**src/rtl/pwm_blink_pkg.sv**
```systemverilog
package pwm_blink_pkg;
  localparam int unsigned LVL_W   = 4;
  localparam int unsigned LVL_MAX = (1 << LVL_W) - 1;
  localparam int unsigned SUBS    = 1 << LVL_W;
  localparam int unsigned SLOTS   = LVL_MAX;

  typedef logic [LVL_W-1:0] level_t;

  typedef struct packed {
    level_t slot;
    level_t sub;
  } frame_pos_t;

  // Pull-low decision of one lane at one frame position.
  function automatic logic lane_pull_low(logic phase_hi, level_t lvl,
                                         level_t master, frame_pos_t pos);
    if (master == '0 || lvl == level_t'(LVL_MAX)) return !phase_hi;
    if (pos.slot >= master) return phase_hi;
    if (!phase_hi) return (pos.sub <= lvl);
    return (pos.sub > lvl);
  endfunction

  function automatic logic lane_is_static(level_t lvl, level_t master);
    return (master == '0) || (lvl == level_t'(LVL_MAX));
  endfunction
endpackage

```
**src/rtl/pwm_frame_timer.sv**
```systemverilog
module pwm_frame_timer
  import pwm_blink_pkg::*;
(
  input  logic       clk,
  input  logic       rst_n,
  input  logic       tick,
  input  logic       run,
  output frame_pos_t pos,
  output logic       frame_wrap
);
  logic last_sub, last_slot;

  assign last_sub   = (pos.sub  == level_t'(SUBS - 1));
  assign last_slot  = (pos.slot == level_t'(SLOTS - 1));
  assign frame_wrap = run && tick && last_sub && last_slot;

  always_ff @(posedge clk or negedge rst_n) begin
    if (!rst_n) begin
      pos <= '0;
    end else if (!run) begin
      pos <= '0;
    end else if (tick) begin
      if (last_sub) begin
        pos.sub  <= '0;
        pos.slot <= last_slot ? '0 : pos.slot + level_t'(1);
      end else begin
        pos.sub <= pos.sub + level_t'(1);
      end
    end
  end

  p_slot_in_range_r2: assert property (@(posedge clk) disable iff (!rst_n)
    pos.slot < level_t'(SLOTS));

  p_hold_without_tick_r2: assert property (@(posedge clk) disable iff (!rst_n)
    ($past(run) && !$past(tick)) |-> $stable(pos));

  p_restart_after_wrap_r11: assert property (@(posedge clk) disable iff (!rst_n)
    frame_wrap |=> (pos == '0));

  p_rest_when_stopped_r3: assert property (@(posedge clk) disable iff (!rst_n)
    !run |=> (pos == '0));
endmodule

```
**src/rtl/pwm_shadow_bank.sv**
```systemverilog
module pwm_shadow_bank #(
  parameter int unsigned WIDTH = 8
) (
  input  logic             clk,
  input  logic             rst_n,
  input  logic             load,
  input  logic [WIDTH-1:0] d,
  output logic [WIDTH-1:0] q
);
  always_ff @(posedge clk or negedge rst_n) begin
    if (!rst_n)    q <= '0;
    else if (load) q <= d;
  end

  p_frozen_between_loads_r11: assert property (@(posedge clk) disable iff (!rst_n)
    !$past(load) |-> $stable(q));
endmodule

```
**src/rtl/pwm_lane.sv**
```systemverilog
module pwm_lane
  import pwm_blink_pkg::*;
(
  input  logic       clk,
  input  logic       rst_n,
  input  logic       phase_hi,
  input  level_t     lvl,
  input  level_t     master,
  input  frame_pos_t pos,
  output logic       pull_low
);
  logic is_static;

  assign is_static = lane_is_static(lvl, master);
  assign pull_low  = lane_pull_low(phase_hi, lvl, master, pos);

  p_static_lane_steady_r6: assert property (@(posedge clk) disable iff (!rst_n)
    ($past(is_static) && is_static && $stable(phase_hi)) |-> $stable(pull_low));
endmodule

```
**src/rtl/pwm_blink_driver.sv**
```systemverilog
module pwm_blink_driver
  import pwm_blink_pkg::*;
#(
  parameter int unsigned NUM_PORTS = 16
) (
  input  logic                       clk,
  input  logic                       rst_n,
  input  logic                       pwm_tick,
  input  logic [NUM_PORTS-1:0]       port_is_out,
  input  logic [NUM_PORTS-1:0]       phase0_bits,
  input  logic [NUM_PORTS-1:0]       phase1_bits,
  input  logic                       blink_en,
  input  logic                       blink_flip,
  input  logic                       global_mode,
  input  logic                       irq_enable,
  input  logic                       irq_pending,
  input  logic                       aux_level0,
  input  logic                       aux_level1,
  input  logic [2*LVL_W-1:0]         master_byte,
  input  logic [NUM_PORTS*LVL_W-1:0] lane_level,
  output logic [NUM_PORTS-1:0]       port_pull_low,
  output logic                       aux_pull_low
);
  localparam int unsigned LVL_BITS = NUM_PORTS * LVL_W;
  localparam int unsigned SH_W     = 2 * NUM_PORTS + LVL_BITS + 2 * LVL_W + 5;

  logic [SH_W-1:0]      sh_d, sh_q;
  logic [NUM_PORTS-1:0] sh_ph0, sh_ph1;
  logic [LVL_BITS-1:0]  sh_levels;
  logic [2*LVL_W-1:0]   sh_master;
  logic                 sh_blink, sh_flip, sh_global, sh_aux0, sh_aux1;

  level_t               master_q, shared_lvl;
  logic                 pwm_running, frame_wrap, shadow_load, use_pattern1;
  frame_pos_t           pos;
  logic [NUM_PORTS-1:0] sel_phase, lane_low;
  logic                 aux_phase, aux_lane_low;

  assign sh_d = {phase0_bits, phase1_bits, lane_level, master_byte,
                 blink_en, blink_flip, global_mode, aux_level0, aux_level1};
  assign {sh_ph0, sh_ph1, sh_levels, sh_master,
          sh_blink, sh_flip, sh_global, sh_aux0, sh_aux1} = sh_q;

  assign master_q    = sh_master[2*LVL_W-1:LVL_W];
  assign shared_lvl  = sh_master[LVL_W-1:0];
  assign pwm_running = (master_q != '0);
  assign shadow_load = frame_wrap || !pwm_running;

  pwm_shadow_bank #(.WIDTH(SH_W)) u_shadow (
    .clk  (clk),
    .rst_n(rst_n),
    .load (shadow_load),
    .d    (sh_d),
    .q    (sh_q)
  );

  pwm_frame_timer u_timer (
    .clk       (clk),
    .rst_n     (rst_n),
    .tick      (pwm_tick),
    .run       (pwm_running),
    .pos       (pos),
    .frame_wrap(frame_wrap)
  );

  assign use_pattern1 = sh_blink && sh_flip;
  assign sel_phase    = use_pattern1 ? sh_ph1 : sh_ph0;
  assign aux_phase    = use_pattern1 ? sh_aux1 : sh_aux0;

  for (genvar k = 0; k < NUM_PORTS; k++) begin : g_port
    level_t port_lvl;
    assign port_lvl = sh_global ? shared_lvl : sh_levels[k*LVL_W +: LVL_W];

    pwm_lane u_lane (
      .clk     (clk),
      .rst_n   (rst_n),
      .phase_hi(sel_phase[k]),
      .lvl     (port_lvl),
      .master  (master_q),
      .pos     (pos),
      .pull_low(lane_low[k])
    );

    assign port_pull_low[k] = port_is_out[k] && lane_low[k];
  end

  pwm_lane u_aux_lane (
    .clk     (clk),
    .rst_n   (rst_n),
    .phase_hi(aux_phase),
    .lvl     (shared_lvl),
    .master  (master_q),
    .pos     (pos),
    .pull_low(aux_lane_low)
  );

  assign aux_pull_low = irq_enable ? irq_pending : aux_lane_low;
endmodule

```
**config.mk**
```make
export PLATFORM = sky130hd
export DESIGN_NAME = pwm_blink_driver
export DESIGN_NICKNAME = d
export VERILOG_FILES = /design/src/rtl/pwm_blink_pkg.sv /design/src/rtl/pwm_frame_timer.sv /design/src/rtl/pwm_shadow_bank.sv /design/src/rtl/pwm_lane.sv /design/src/rtl/pwm_blink_driver.sv
export SDC_FILE = /design/constraint.sdc
export NUM_CORES = 1
export LEC_CHECK = 0
export BUFFER_PORTS_ARGS = -buffer_cell sky130_fd_sc_hd__buf_2
export CORE_MARGIN = 4
export CORE_UTILIZATION = 59
export DETAILED_ROUTE_END_ITERATION = 6
export GPL_ROUTABILITY_DRIVEN = 0
export HOLD_SLACK_MARGIN = 0.05
export PLACE_DENSITY = 0.91
export REMOVE_ABC_BUFFERS = 1
export SKIP_LAST_GASP = 1
export SYNTH_ARGS = -nofsm -noshare
export SYNTH_HDL_FRONTEND = slang
export SYNTH_HIERARCHICAL = 1
export SYNTH_SLANG_ARGS = --single-unit
export TNS_END_PERCENT = 5
```
**constraint.sdc**
```tcl
create_clock -name clk -period 3.07 [get_ports clk]
set_input_delay 0.307 -clock clk [delete_from_list [all_inputs] [get_ports clk]]
set_output_delay 0.307 -clock clk [all_outputs]
set_load 0.005 [all_outputs]
```
==> results.tsv <==
metric	value	unit
status	complete, but fails checks	
violations	negative setup slack	
worst_path_max_delay_cell	dfrtp_4	
clock_latency	430	ps
finalSetupViolCount	2	
vias_per_cell	5.89	
ys.flop_type	dfrtp_1	
startpoint_type	flip-flop	
p_leak	5.97	nW
switching_share	45.4	%
path_cells	buf_6 -> clkbuf_16 -> o21ai_1 -> inv_1 -> ha_1 -> a21oi_1 -> o21ai_0 -> a21oi_1 -> xor2_1 -> and2_1 -> buf_2	
relSlewSlack	50.7	%
ir_drop	0.783	mV
fill_cells	1076	
crit-reg2reg-launch	u_timer/pos[1]	
min_from	lane_level[39]	
holdPathEnd	u_shadow/q[52]	
fmax	0.325	GHz
rsz0062_at_grt	yes	
timing.final.ws_setup	-11.0	ps
cp.required	2760	ps
hold_depth	2	
switchingPower	6.50	mW
cts_buffers	17	
worstMarginPinSlew	740	ps
num_rows	46	
grt_use_total	26.6	%
synth_area	9460	um2
combinationalPowerShare	64.9	%
wl	25200	um
yosys_register_bits	117	
path_class	flip-flop to output port	
start_util	60.0	%
async_reset_ff_share	100	%
cpMostUsedCell	a21oi_1	
power_density	1260	nW/um2
root_buffer	clkbuf_16	
antenna_left	0	
io_pins	147	
seq_area_frac_synth	31.0	%
vias	8259	
grt_pass1_vias	8378	
cts.clk_slew.worst_paths	60	ps
timing.hold.ws	110	ps
r2r_end	u_shadow/q[90]	
synth_edf_count	0	
finalHoldViolations	0	
synth.distinct_cells	34	
worst-r2r-setup-slack	440	ps
skew	19.5	ps
sequentialPowerShare	22.0	%
dieWidth	135	um
drive_gt1_share	32.7	%
cts.path.max_buffers	2	
worstPathArrival	2770	ps
dp_worst_setup_slack	243	ps
slew_viol_final	0	
drc	0	
cts_tree	built	
cap_viol_max_count	0	
num_antenna_cells	0	
fin_crit_sh	100	%
grt_max_degree	56	
numPortBuffers	146	
hpwlAfterDp	16400	um
critPathMaxStageDelay	520	ps
antenna_found_initial	1	
gr-total-overflow	0	
hold_path.class	input port to flip-flop	
final_nets	1442	
coreArea	15800	um2
drt-initial-drc-count	697	
critical_path_peak_fanout	20	
netlist_instances	1000	
clkSinkCount	117	
r2r_cells	6	
avgRoutedWirePerCell	18.0	um
power.share.clock	13.2	%
die_h	135	um
dieArea	18100	um2
htreeDepth	4	
yosys_warnings	6	
areaGrowthSynthToFinish	20.5	%
grt_pass1_wl	38900	um
firstDrtPassIters	5	
postLayoutCoreUtil	72.2	%
end_kind	output port	
syn_area_per_cell	9.46	um2
fin_crit	3080	ps
internal-power	7.83	mW
per-layer routing:
| layer | GRT usage [%] | wire (um) |
|---|---|---|
| met1 | 32.5 | 9730 |
| met4 | 11.4 | 1020 |
| met5 | 0 | 13 |
| met3 | 5.89 | 1950 |
| met2 | 45.4 | 12500 |
registers in the layout, indices dropped and copies added (netlist names):
signal / cells
u_timer/pos: 8
u_shadow/q: 109
cell usage in the layout, fill, tap and decap left out, drive strengths merged, types with 3 or more instances in the layout:
cell type,instances
dfrtp,117
nand3,3
buf,175
xor2,18
o41ai,18
and2,16
inv,252
a221oi,17
nand2,28
a41oi,17
clkinv,4
nor3,17
clkbuf,30
o21ai,117
nand4,18
or3,3
nor2,3
ha,139
mux2,127
a21oi,56
cell type report:
cell class	instances	area, um2	share of cell area [%]
clock inverter	4	45.0	0.395
multi-input combinational	606	5620	49.3
tap	216	270	2.37
timing repair buffer	178	1060	9.30
sequential	117	2940	25.8
inverter	253	950	8.34
clock buffer	28	507	4.45
worst max path at each step:
stage,from,to,slack [ps],cells past startpoint
floorplan,u_shadow/q[9],u_shadow/q[0],-750,5
global placement,u_shadow/q[2],port_pull_low[0],410,10
detailed placement,u_shadow/q[2],port_pull_low[1],240,10
CTS,u_shadow/q[2],port_pull_low[9],-20,10
global route,u_shadow/q[2],port_pull_low[5],-140,11
finish,u_shadow/q[2],port_pull_low[5],-10,11
timing repair:
item | 4_1_cts | 5_1_grt
buffers inserted | 1 | 6
cloned | 0 | 1
hold buffers | 1 | 0
hold endpoints to repair | 53 | 0
resized for setup | 1 | 72
setup endpoints to repair | 16 | 16
pin swaps | 0 | 10
power groups by stage:
stage / clock network (mW) / registers, mW / logic (mW)
after floorplan: 0 / 3.12 / 5.82
after global placement: 0 / 3.09 / 7.67
after detailed placement: 0 / 3.15 / 8.22
after CTS: 1.90 / 3.12 / 8.39
after global routing: 1.98 / 3.24 / 10.3
final: 1.89 / 3.15 / 9.30
cell usage after synthesis (all sizes together) (2+ instances only):
| cell | instances | area share (%) |
|---|---|---|
| o41ai | 18 | 3.0 |
| buf | 18 | 1.3 |
| clkbuf | 6 | 0.28 |
| or3 | 3 | 0.20 |
| mux2 | 127 | 16 |
| nor2 | 3 | 0.12 |
| nand2 | 28 | 1.5 |
| a31oi | 2 | 0.13 |
| ha | 139 | 18 |
| mux2i | 2 | 0.21 |
| nor3 | 17 | 0.90 |
| and2 | 16 | 1.1 |
| a21oi | 56 | 3.0 |
| nand3 | 3 | 0.16 |
| nand4 | 18 | 1.3 |
| inv | 252 | 10 |
| xor2 | 18 | 1.7 |
| o21ai | 117 | 6.2 |
| dfrtp | 117 | 31 |
| a221oi | 17 | 1.6 |
| a41oi | 17 | 1.6 |
cell families after synthesis:
logic type / after synthesis / share of synthesized area (%)
flops: 117 / 31.0
simple gates: 93 / 5.74
mux: 129 / 16.1
buf+inv: 277 / 11.6
xor+xnor: 18 / 1.67
compound gates: 227 / 15.5
fa+ha+maj: 139 / 18.4
through the flow:
step,setup TNS [ps],total power [mW],std cells,instance area (um2)
finish,-12.2,14.3,1402,11400
global route,-840,15.5,1402,11400
CTS,-41.7,13.4,1395,11100
detailed placement,0,11.4,1361,10500
global placement,0,10.8,1361,10500
floorplan,-81090,8.94,976,9310
critical path: cells and delay by family, from the launching register on:
| family | cells | cell delay (ps) |
|---|---|---|
| XOR/XNOR | 1 | 150 |
| flip-flops | 1 | 520 |
| buffers and inverters | 4 | 560 |
| AO/OA/AOI/OAI | 4 | 670 |
| adder cells (fa/ha/maj) | 1 | 320 |
| AND/OR/NAND/NOR | 1 | 130 |
(Power assumes the default switching activity.)
